===== config.mk =====
export PLATFORM = sky130hd
export DESIGN_NAME = bcd_rtc
export DESIGN_NICKNAME = d
export VERILOG_FILES = /design/src/rtl/bcd_rtc_pkg.sv /design/src/rtl/rtc_prescaler.sv /design/src/rtl/rtc_unlock.sv /design/src/rtl/rtc_calendar.sv /design/src/rtl/bcd_rtc.sv
export SDC_FILE = /design/constraint.sdc
export NUM_CORES = 1
export LEC_CHECK = 0
export BUFFER_PORTS_ARGS = -buffer_cell sky130_fd_sc_hd__clkbuf_2
export CORE_AREA = 5 5 121 112
export DETAILED_ROUTE_END_ITERATION = 16
export DIE_AREA = 0 0 126 117
export PLACE_DENSITY = 0.85
export SYNTH_ARGS = -nofsm -noshare
export SYNTH_HDL_FRONTEND = slang
export SYNTH_SLANG_ARGS = --single-unit

===== constraint.sdc =====
create_clock -name clk -period 4.5 [get_ports clk]
set_input_delay 0.225 -clock clk [delete_from_list [all_inputs] [get_ports clk]]
set_output_delay 0.225 -clock clk [all_outputs]
set_load 0.05 [all_outputs]

===== src/rtl/bcd_rtc_pkg.sv =====
package bcd_rtc_pkg;
  localparam int NFIELD = 6;
  localparam int F_SEC  = 0;
  localparam int F_MIN  = 1;
  localparam int F_HR   = 2;
  localparam int F_DAY  = 3;
  localparam int F_MON  = 4;
  localparam int F_YR   = 5;

  typedef logic [NFIELD-1:0][7:0] cal_t;

  // year, month, day, hour, minute, second
  localparam cal_t CAL_RESET = {8'h00, 8'h01, 8'h01, 8'h00, 8'h00, 8'h00};

  function automatic logic [7:0] bcd_inc(input logic [7:0] v);
    if (v[3:0] == 4'd9) return {v[7:4] + 4'd1, 4'd0};
    else                return {v[7:4], v[3:0] + 4'd1};
  endfunction

  // multiple of four in BCD: even tens with units 0/4/8, odd tens with 2/6
  function automatic logic is_leap(input logic [7:0] y);
    if (!y[4]) return (y[3:0] == 4'd0) || (y[3:0] == 4'd4) || (y[3:0] == 4'd8);
    else       return (y[3:0] == 4'd2) || (y[3:0] == 4'd6);
  endfunction

  function automatic logic [7:0] month_len(input logic [7:0] mo, input logic [7:0] yr);
    case (mo)
      8'h02:                      return is_leap(yr) ? 8'h29 : 8'h28;
      8'h04, 8'h06, 8'h09, 8'h11: return 8'h30;
      default:                    return 8'h31;
    endcase
  endfunction

  function automatic cal_t advance(input cal_t c);
    cal_t n;
    n = c;
    if (c[F_SEC] != 8'h59) begin
      n[F_SEC] = bcd_inc(c[F_SEC]);
    end else begin
      n[F_SEC] = 8'h00;
      if (c[F_MIN] != 8'h59) begin
        n[F_MIN] = bcd_inc(c[F_MIN]);
      end else begin
        n[F_MIN] = 8'h00;
        if (c[F_HR] != 8'h23) begin
          n[F_HR] = bcd_inc(c[F_HR]);
        end else begin
          n[F_HR] = 8'h00;
          if (c[F_DAY] != month_len(c[F_MON], c[F_YR])) begin
            n[F_DAY] = bcd_inc(c[F_DAY]);
          end else begin
            n[F_DAY] = 8'h01;
            if (c[F_MON] != 8'h12) begin
              n[F_MON] = bcd_inc(c[F_MON]);
            end else begin
              n[F_MON] = 8'h01;
              n[F_YR]  = (c[F_YR] == 8'h99) ? 8'h00 : bcd_inc(c[F_YR]);
            end
          end
        end
      end
    end
    return n;
  endfunction
endpackage


===== src/rtl/rtc_prescaler.sv =====
module rtc_prescaler #(
  parameter int TICKS_PER_SEC = 32768
) (
  input  logic clk,
  input  logic rst_n,
  input  logic run,
  input  logic tick_en,
  output logic busy,
  output logic step
);
  localparam int CW = (TICKS_PER_SEC > 2) ? $clog2(TICKS_PER_SEC) : 1;
  localparam logic [CW-1:0] LAST = CW'(TICKS_PER_SEC - 1);

  logic [CW-1:0] cnt_q, cnt_d;
  logic          at_last;

  assign at_last = (cnt_q == LAST);
  assign busy    = run && at_last;

  always_comb begin
    cnt_d = cnt_q;
    step  = 1'b0;
    if (run && tick_en) begin
      if (at_last) begin
        cnt_d = '0;
        step  = 1'b1;
      end else begin
        cnt_d = cnt_q + 1'b1;
      end
    end
  end

  always_ff @(posedge clk or negedge rst_n) begin
    if (!rst_n) cnt_q <= '0;
    else        cnt_q <= cnt_d;
  end

  AST_STOPPED_NO_STEP: assert property (@(posedge clk) disable iff (!rst_n)
    !run |=> $stable(cnt_q));
endmodule


===== src/rtl/rtc_unlock.sv =====
module rtc_unlock #(
  parameter logic [7:0]  KEY_A_ADDR = 8'h6C,
  parameter logic [7:0]  KEY_B_ADDR = 8'h70,
  parameter logic [31:0] KEY_A      = 32'h83E70B13,
  parameter logic [31:0] KEY_B      = 32'h95A4F1E0
) (
  input  logic        clk,
  input  logic        rst_n,
  input  logic        bus_wr,
  input  logic [7:0]  bus_addr,
  input  logic [31:0] bus_wdata,
  output logic        unlocked
);
  typedef enum logic [1:0] {LK_CLOSED, LK_HALF, LK_OPEN} lk_state_t;
  lk_state_t st_q, st_d;

  always_comb begin
    st_d = st_q;
    if (bus_wr && bus_addr == KEY_A_ADDR) begin
      if (bus_wdata == KEY_A) st_d = (st_q == LK_OPEN) ? LK_OPEN : LK_HALF;
      else                    st_d = LK_CLOSED;
    end else if (bus_wr && bus_addr == KEY_B_ADDR) begin
      if (bus_wdata == KEY_B && st_q != LK_CLOSED) st_d = LK_OPEN;
      else                                         st_d = LK_CLOSED;
    end
  end

  always_ff @(posedge clk or negedge rst_n) begin
    if (!rst_n) st_q <= LK_CLOSED;
    else        st_q <= st_d;
  end

  assign unlocked = (st_q == LK_OPEN);

  AST_OPEN_NEEDS_SECOND_KEY: assert property (@(posedge clk) disable iff (!rst_n)
    $rose(unlocked) |-> $past(bus_wr && bus_addr == KEY_B_ADDR && bus_wdata == KEY_B));
endmodule


===== src/rtl/rtc_calendar.sv =====
module rtc_calendar
  import bcd_rtc_pkg::*;
(
  input  logic              clk,
  input  logic              rst_n,
  input  logic              step,
  input  logic [NFIELD-1:0] ld_en,
  input  logic [7:0]        ld_data,
  output cal_t              cal_q
);
  cal_t adv, cal_d;

  assign adv = advance(cal_q);

  always_comb begin
    for (int i = 0; i < NFIELD; i++) begin
      if (ld_en[i])  cal_d[i] = ld_data;
      else if (step) cal_d[i] = adv[i];
      else           cal_d[i] = cal_q[i];
    end
  end

  always_ff @(posedge clk or negedge rst_n) begin
    if (!rst_n) cal_q <= CAL_RESET;
    else        cal_q <= cal_d;
  end

  AST_DATE_NEVER_ZERO: assert property (@(posedge clk) disable iff (!rst_n)
    ($past(step) && $past(ld_en) == '0 && $past(cal_q[F_DAY]) != 8'h00
     && $past(cal_q[F_MON]) != 8'h00)
    |-> (cal_q[F_DAY] != 8'h00 && cal_q[F_MON] != 8'h00));
endmodule


===== src/rtl/bcd_rtc.sv =====
module bcd_rtc
  import bcd_rtc_pkg::*;
#(
  parameter int TICKS_PER_SEC = 32768
) (
  input  logic        clk,
  input  logic        rst_n,
  input  logic        tick_en,
  input  logic        bus_wr,
  input  logic [7:0]  bus_addr,
  input  logic [31:0] bus_wdata,
  output logic [7:0]  bus_rdata,
  output logic        timer_irq,
  output logic        alarm_irq
);
  localparam logic [7:0] TIME_BASE  = 8'h00;
  localparam logic [7:0] ALARM_BASE = 8'h20;
  localparam logic [7:0] CTRL_ADDR  = 8'h40;
  localparam logic [7:0] STAT_ADDR  = 8'h44;
  localparam logic [7:0] IEN_ADDR   = 8'h48;
  localparam int ST_BUSY = 0, ST_RUN = 1, ST_SEC = 2, ST_ALM = 6;
  localparam int IE_TMR = 2, IE_ALM = 3;

  logic              unlocked, wr_ok, busy, step;
  logic              run_q, run_d;
  logic              sec_ev_q, sec_ev_d, alm_q, alm_d, step_q;
  logic              ien_tmr_q, ien_tmr_d, ien_alm_q, ien_alm_d;
  logic [NFIELD-1:0] ld_en;
  cal_t              cal, alarm_cal;

  assign wr_ok = bus_wr && unlocked;

  rtc_unlock u_unlock (
    .clk(clk), .rst_n(rst_n), .bus_wr(bus_wr), .bus_addr(bus_addr),
    .bus_wdata(bus_wdata), .unlocked(unlocked)
  );

  rtc_prescaler #(.TICKS_PER_SEC(TICKS_PER_SEC)) u_presc (
    .clk(clk), .rst_n(rst_n), .run(run_q), .tick_en(tick_en),
    .busy(busy), .step(step)
  );

  rtc_calendar u_cal (
    .clk(clk), .rst_n(rst_n), .step(step), .ld_en(ld_en),
    .ld_data(bus_wdata[7:0]), .cal_q(cal)
  );

  // per-field write decode and alarm registers
  for (genvar gi = 0; gi < NFIELD; gi++) begin : g_field
    logic [7:0] alm_fld_q, alm_fld_d;
    logic       alm_we;
    assign ld_en[gi] = wr_ok && (bus_addr == TIME_BASE + 8'(4*gi));
    assign alm_we    = wr_ok && (bus_addr == ALARM_BASE + 8'(4*gi));
    always_comb alm_fld_d = alm_we ? bus_wdata[7:0] : alm_fld_q;
    always_ff @(posedge clk or negedge rst_n) begin
      if (!rst_n) alm_fld_q <= 8'h00;
      else        alm_fld_q <= alm_fld_d;
    end
    assign alarm_cal[gi] = alm_fld_q;
  end

  logic ctrl_we, stat_we, ien_we;
  assign ctrl_we = wr_ok && (bus_addr == CTRL_ADDR);
  assign stat_we = wr_ok && (bus_addr == STAT_ADDR);
  assign ien_we  = wr_ok && (bus_addr == IEN_ADDR);

  always_comb begin
    run_d     = ctrl_we ? bus_wdata[0] : run_q;
    ien_tmr_d = ien_we ? bus_wdata[IE_TMR] : ien_tmr_q;
    ien_alm_d = ien_we ? bus_wdata[IE_ALM] : ien_alm_q;
    sec_ev_d  = step | (sec_ev_q & ~(stat_we & bus_wdata[ST_SEC]));
    alm_d     = (step_q && (cal == alarm_cal)) | (alm_q & ~(stat_we & bus_wdata[ST_ALM]));
  end

  always_ff @(posedge clk or negedge rst_n) begin
    if (!rst_n) begin
      run_q     <= 1'b0;
      ien_tmr_q <= 1'b0;
      ien_alm_q <= 1'b0;
      sec_ev_q  <= 1'b0;
      alm_q     <= 1'b0;
      step_q    <= 1'b0;
    end else begin
      run_q     <= run_d;
      ien_tmr_q <= ien_tmr_d;
      ien_alm_q <= ien_alm_d;
      sec_ev_q  <= sec_ev_d;
      alm_q     <= alm_d;
      step_q    <= step;
    end
  end

  always_comb begin
    bus_rdata = 8'h00;
    for (int i = 0; i < NFIELD; i++) begin
      if (bus_addr == TIME_BASE + 8'(4*i))  bus_rdata = cal[i];
      if (bus_addr == ALARM_BASE + 8'(4*i)) bus_rdata = alarm_cal[i];
    end
    if (bus_addr == CTRL_ADDR) bus_rdata = {7'b0, run_q};
    if (bus_addr == STAT_ADDR) begin
      bus_rdata[ST_BUSY] = busy;
      bus_rdata[ST_RUN]  = run_q;
      bus_rdata[ST_SEC]  = sec_ev_q;
      bus_rdata[ST_ALM]  = alm_q;
    end
    if (bus_addr == IEN_ADDR) begin
      bus_rdata[IE_TMR] = ien_tmr_q;
      bus_rdata[IE_ALM] = ien_alm_q;
    end
  end

  assign timer_irq = sec_ev_q & ien_tmr_q;
  assign alarm_irq = alm_q & ien_alm_q;

  AST_EVENT_AFTER_BUSY: assert property (@(posedge clk) disable iff (!rst_n)
    $rose(sec_ev_q) |-> $past(busy));
  AST_ALARM_ON_STEP: assert property (@(posedge clk) disable iff (!rst_n)
    $rose(alm_q) |-> $past(step, 2));
  AST_LOCKED_TIME_HOLDS: assert property (@(posedge clk) disable iff (!rst_n)
    (!$past(unlocked) && !$past(step)) |-> $stable(cal));
endmodule


==> impl_metrics.tcl <==
set metrics [dict create \
    min_path_type "input port to flop" \
    clock.fmax_mhz 314 \
    ant_nets 0 \
    synth-edff-count 0 \
    maxCapViolCount 0 \
    multiInputGateArea_sq_um 4560 \
    first_global_vias 6934 \
    timing.rr.start "u_cal.cal_q[11]$_DFFE_PN0P_" \
    cts-root-to-sink-buffers 2 \
    cts.sinks 119 \
    rr_worst_depth 6 \
    synthDistinctLibCells 74 \
    track_usage_pct 34.5 \
    drc_errors 0 \
    fin_crit_sh_pct 70.8 \
    wl_met2_um 10800 \
    preCtsSetupSlack_ns 1.42 \
    cts_setup_buffers 0 \
    fin_nets 962 \
    cts-hold-fix-buffers 1 \
    dr.pass1.iters 6 \
    worstHoldEndpoint "u_unlock.st_q[1]$_DFFE_PN0P_" \
    power.leakage_uw 0.00400 \
    crit_required_ns 4.28 \
    grt_pass1_wl_um 39100 \
    clkTransAtPathRegs_ns 0.06 \
    synth_seq_area_share_pct 38.2 \
    top_layer_used "met4" \
    dieWidth_um 126 \
    synth_top_family_by_area "simple AND/OR/NAND/NOR gates" \
    synth-compound-area-share_pct 16.0 \
    antenna_found_initial 0 \
    io_buffers 53 \
    overflow 0 \
    slew_violations 0 \
    grt_start_max_net_pins 78 \
    drive_gt1_share_pct 18.5 \
    hold_start "bus_addr[4]" \
    clock-skew-final_ns 0.00623 \
    initial_core_util_pct 63.4 \
    die_h_um 117 \
    fp.coreArea_sq_um 12300 \
    drt-total-wl_um 25000 \
    syn_avg_cell_area_sq_um 9.02 \
    regArea_sq_um 2980 \
    worstReg2RegEnd "u_cal.cal_q[27]$_DFFE_PN0P_" \
    cp_max_fo 8 \
    synth.area.mux_share_pct 11.0 \
    worst_slew_pin_slew_ns 0.971 \
    cts_resized 0 \
    area_growth_pct 12.5 \
    cp-end-kind "output pin" \
    hold_violations 0 \
    yosys_register_bits 119 \
    fillers 938 \
    period_minus_slack_ns 3.19 \
    synth_xor_area_share_pct 6.74 \
    rsz0062_at_grt "no" \
    htreeDepth 4 \
    worstSkewPairLatency_ns 0.42 \
    cp.arrival_ns 2.96 \
    dieArea_sq_um 14700 \
    peakVddDrop_mv 0.315 \
    netlist_area_sq_um 7800 \
    place_congestion 1.03 \
    drt-initial-drc-count 1114 \
    syn_inst 865 \
    setup_viol 0 \
    synthSimpleGateAreaFrac_pct 21.9 \
    ys.flop_type "dfrtp_1" \
    r2r_slack_ns 1.40 \
    fin_ws_ns 1.31 \
    vias 7360 \
    syn_nets 926 \
    pwr_density_cell_nw_per_um2 291 \
    met1Wirelength_um 10400 \
    cts-root-buf "clkbuf_16" \
    synthArstFlopShare_pct 100 \
    io_pins 54 \
    yosys_warnings 0 \
    hpwl_um 17600 \
    cts-buffers-inserted 17 \
    rows 39 \
    maxSlewHeadroom_pct 35.3 \
    yosys.area_share.adder_pct 2.73 \
    avgRoutedWirePerCell_um 23.2 \
    finalSetupTns_ns 0 \
    status "complete, no violations" \
    final_core_util_pct 71.3 \
    met3_length_um 2690 \
    holdPathStages 3 \
    critical_path_class "input port to output pin" \
    viasPerCell 6.83 \
    n_antenna_cell 0 \
    cts_tree "done" \
    startpoint_type "input port" \
]
[cells by family (layout without fill, tap and decap cells)]
kind of cell / count (synthesis) / count (layout)
XOR/XNOR: 60 / 60
adder cells (fa/ha/maj): 17 / 17
multiplexers: 76 / 76
AO/OA/AOI/OAI: 197 / 197
AND/OR/NAND/NOR: 327 / 327
flip-flops: 119 / 119
buffers and inverters: 69 / 118
[placed cells by master, fill, tap and decap left out, types with 14 or more instances in the layout]
| master | n |
|---|---|
| ha_1 | 17 |
| mux2i_1 | 14 |
| xor2_1 | 36 |
| xnor2_1 | 24 |
| mux2_2 | 60 |
| a21oi_1 | 53 |
| o21ai_0 | 48 |
| clkbuf_2 | 52 |
| nand3_1 | 31 |
| dfrtp_1 | 117 |
| nor2_1 | 79 |
| inv_1 | 22 |
| nand2_1 | 78 |
| nor3_1 | 29 |
| nand4_1 | 18 |
| clkbuf_16 | 17 |
[layout make-up]
cell class	count	area share (%)
Timing Repair Buffer	64	4.02
Sequential cell	119	34.0
Inverter	22	0.942
Tap cell	164	2.34
Clock inverter	11	1.40
Clock buffer	21	5.36
Multi-Input combinational cell	677	52.0
[Yosys cell counts, drive strengths merged, types with 4 or more instances]
cell	number	area share [%]
nand3b	6	0.58
nor3b	8	0.77
o221ai	4	0.45
and3	9	0.72
xor2	36	4.0
a31oi	10	0.80
nand2b	5	0.40
nand2	79	3.8
a211oi	8	0.77
nand4	19	1.6
nor4b	7	0.79
or3	8	0.64
xnor2	24	2.7
and2	4	0.32
o22ai	8	0.64
a21oi	53	3.4
clkbuf	42	2.0
nand3	31	2.0
inv	22	1.1
o21ai	59	3.8
dfrtp	117	38
mux2i	14	1.8
nor3	29	1.9
a221o	5	0.64
a221oi	5	0.56
buf	5	0.35
ha	17	2.7
nor2	80	4.1
nor2b	4	0.32
mux2	60	8.7
a22oi	5	0.48
a41oi	4	0.45
nor4	15	1.3
or4	4	0.43
[metrics by stage]
stage / power [uW] / instances / hold slack (ns) / area, sq um
2_1_floorplan: 1150 / 865 / -0.0706 / 7800
4_1_cts: 2560 / 1078 / 0.148 / 8770
5_1_grt: 2630 / 1078 / 0.188 / 8770
3_5_place_dp: 1220 / 1045 / 0.447 / 8170
3_3_place_gp: 1210 / 1045 / 0.435 / 8170
6_report: 2550 / 1078 / 0.168 / 8770
[layer usage]
layer / GRT usage [%] / vias to the layer above
met4: 16.0 / 0
li1: - / 3265
met1: 47.8 / 3530
met2: 51.4 / 475
met3: 8.58 / 90
met5: 0 / -
[power by group]
part / switching [uW] / total [uW] / internal, uW
Sequential: 0.000000000907 / 1070 / 1070
Combinational: 96.5 / 130 / 33.4
Clock: 497 / 1350 / 857
[flip-flops by register name (all words and copies together) (netlist names), 2 cells and up]
| register | flops |
|---|---|
| u_cal.cal_q | 48 |
| u_presc.cnt_q | 15 |
| u_unlock.st_q | 2 |
| g_field.alm_fld_q | 48 |
[worst max-delay path by stage]
stage	start	end	cells past startpoint
2_1_floorplan	bus_addr[3]	bus_rdata[4]	5
3_3_place_gp	bus_addr[5]	bus_rdata[7]	7
3_5_place_dp	bus_addr[1]	u_cal.cal_q[11]$_DFFE_PN0P_	9
4_1_cts	u_cal.cal_q[11]$_DFFE_PN0P_	u_cal.cal_q[27]$_DFFE_PN0P_	6
5_1_grt	bus_addr[4]	bus_rdata[6]	9
6_report	bus_addr[1]	bus_rdata[0]	10
[worst max-delay path: stages]
cell and delay [ns]:
clkbuf_2 0.14, nor3_1 0.69, buf_4 0.27, nand2_1 0.16, nor2_1 0.40, nand2_1 0.20, o221ai_1 0.25, nor2_1 0.07
or3_1 0.31, clkbuf_2 0.25
Power figures use the tool's default switching activity.
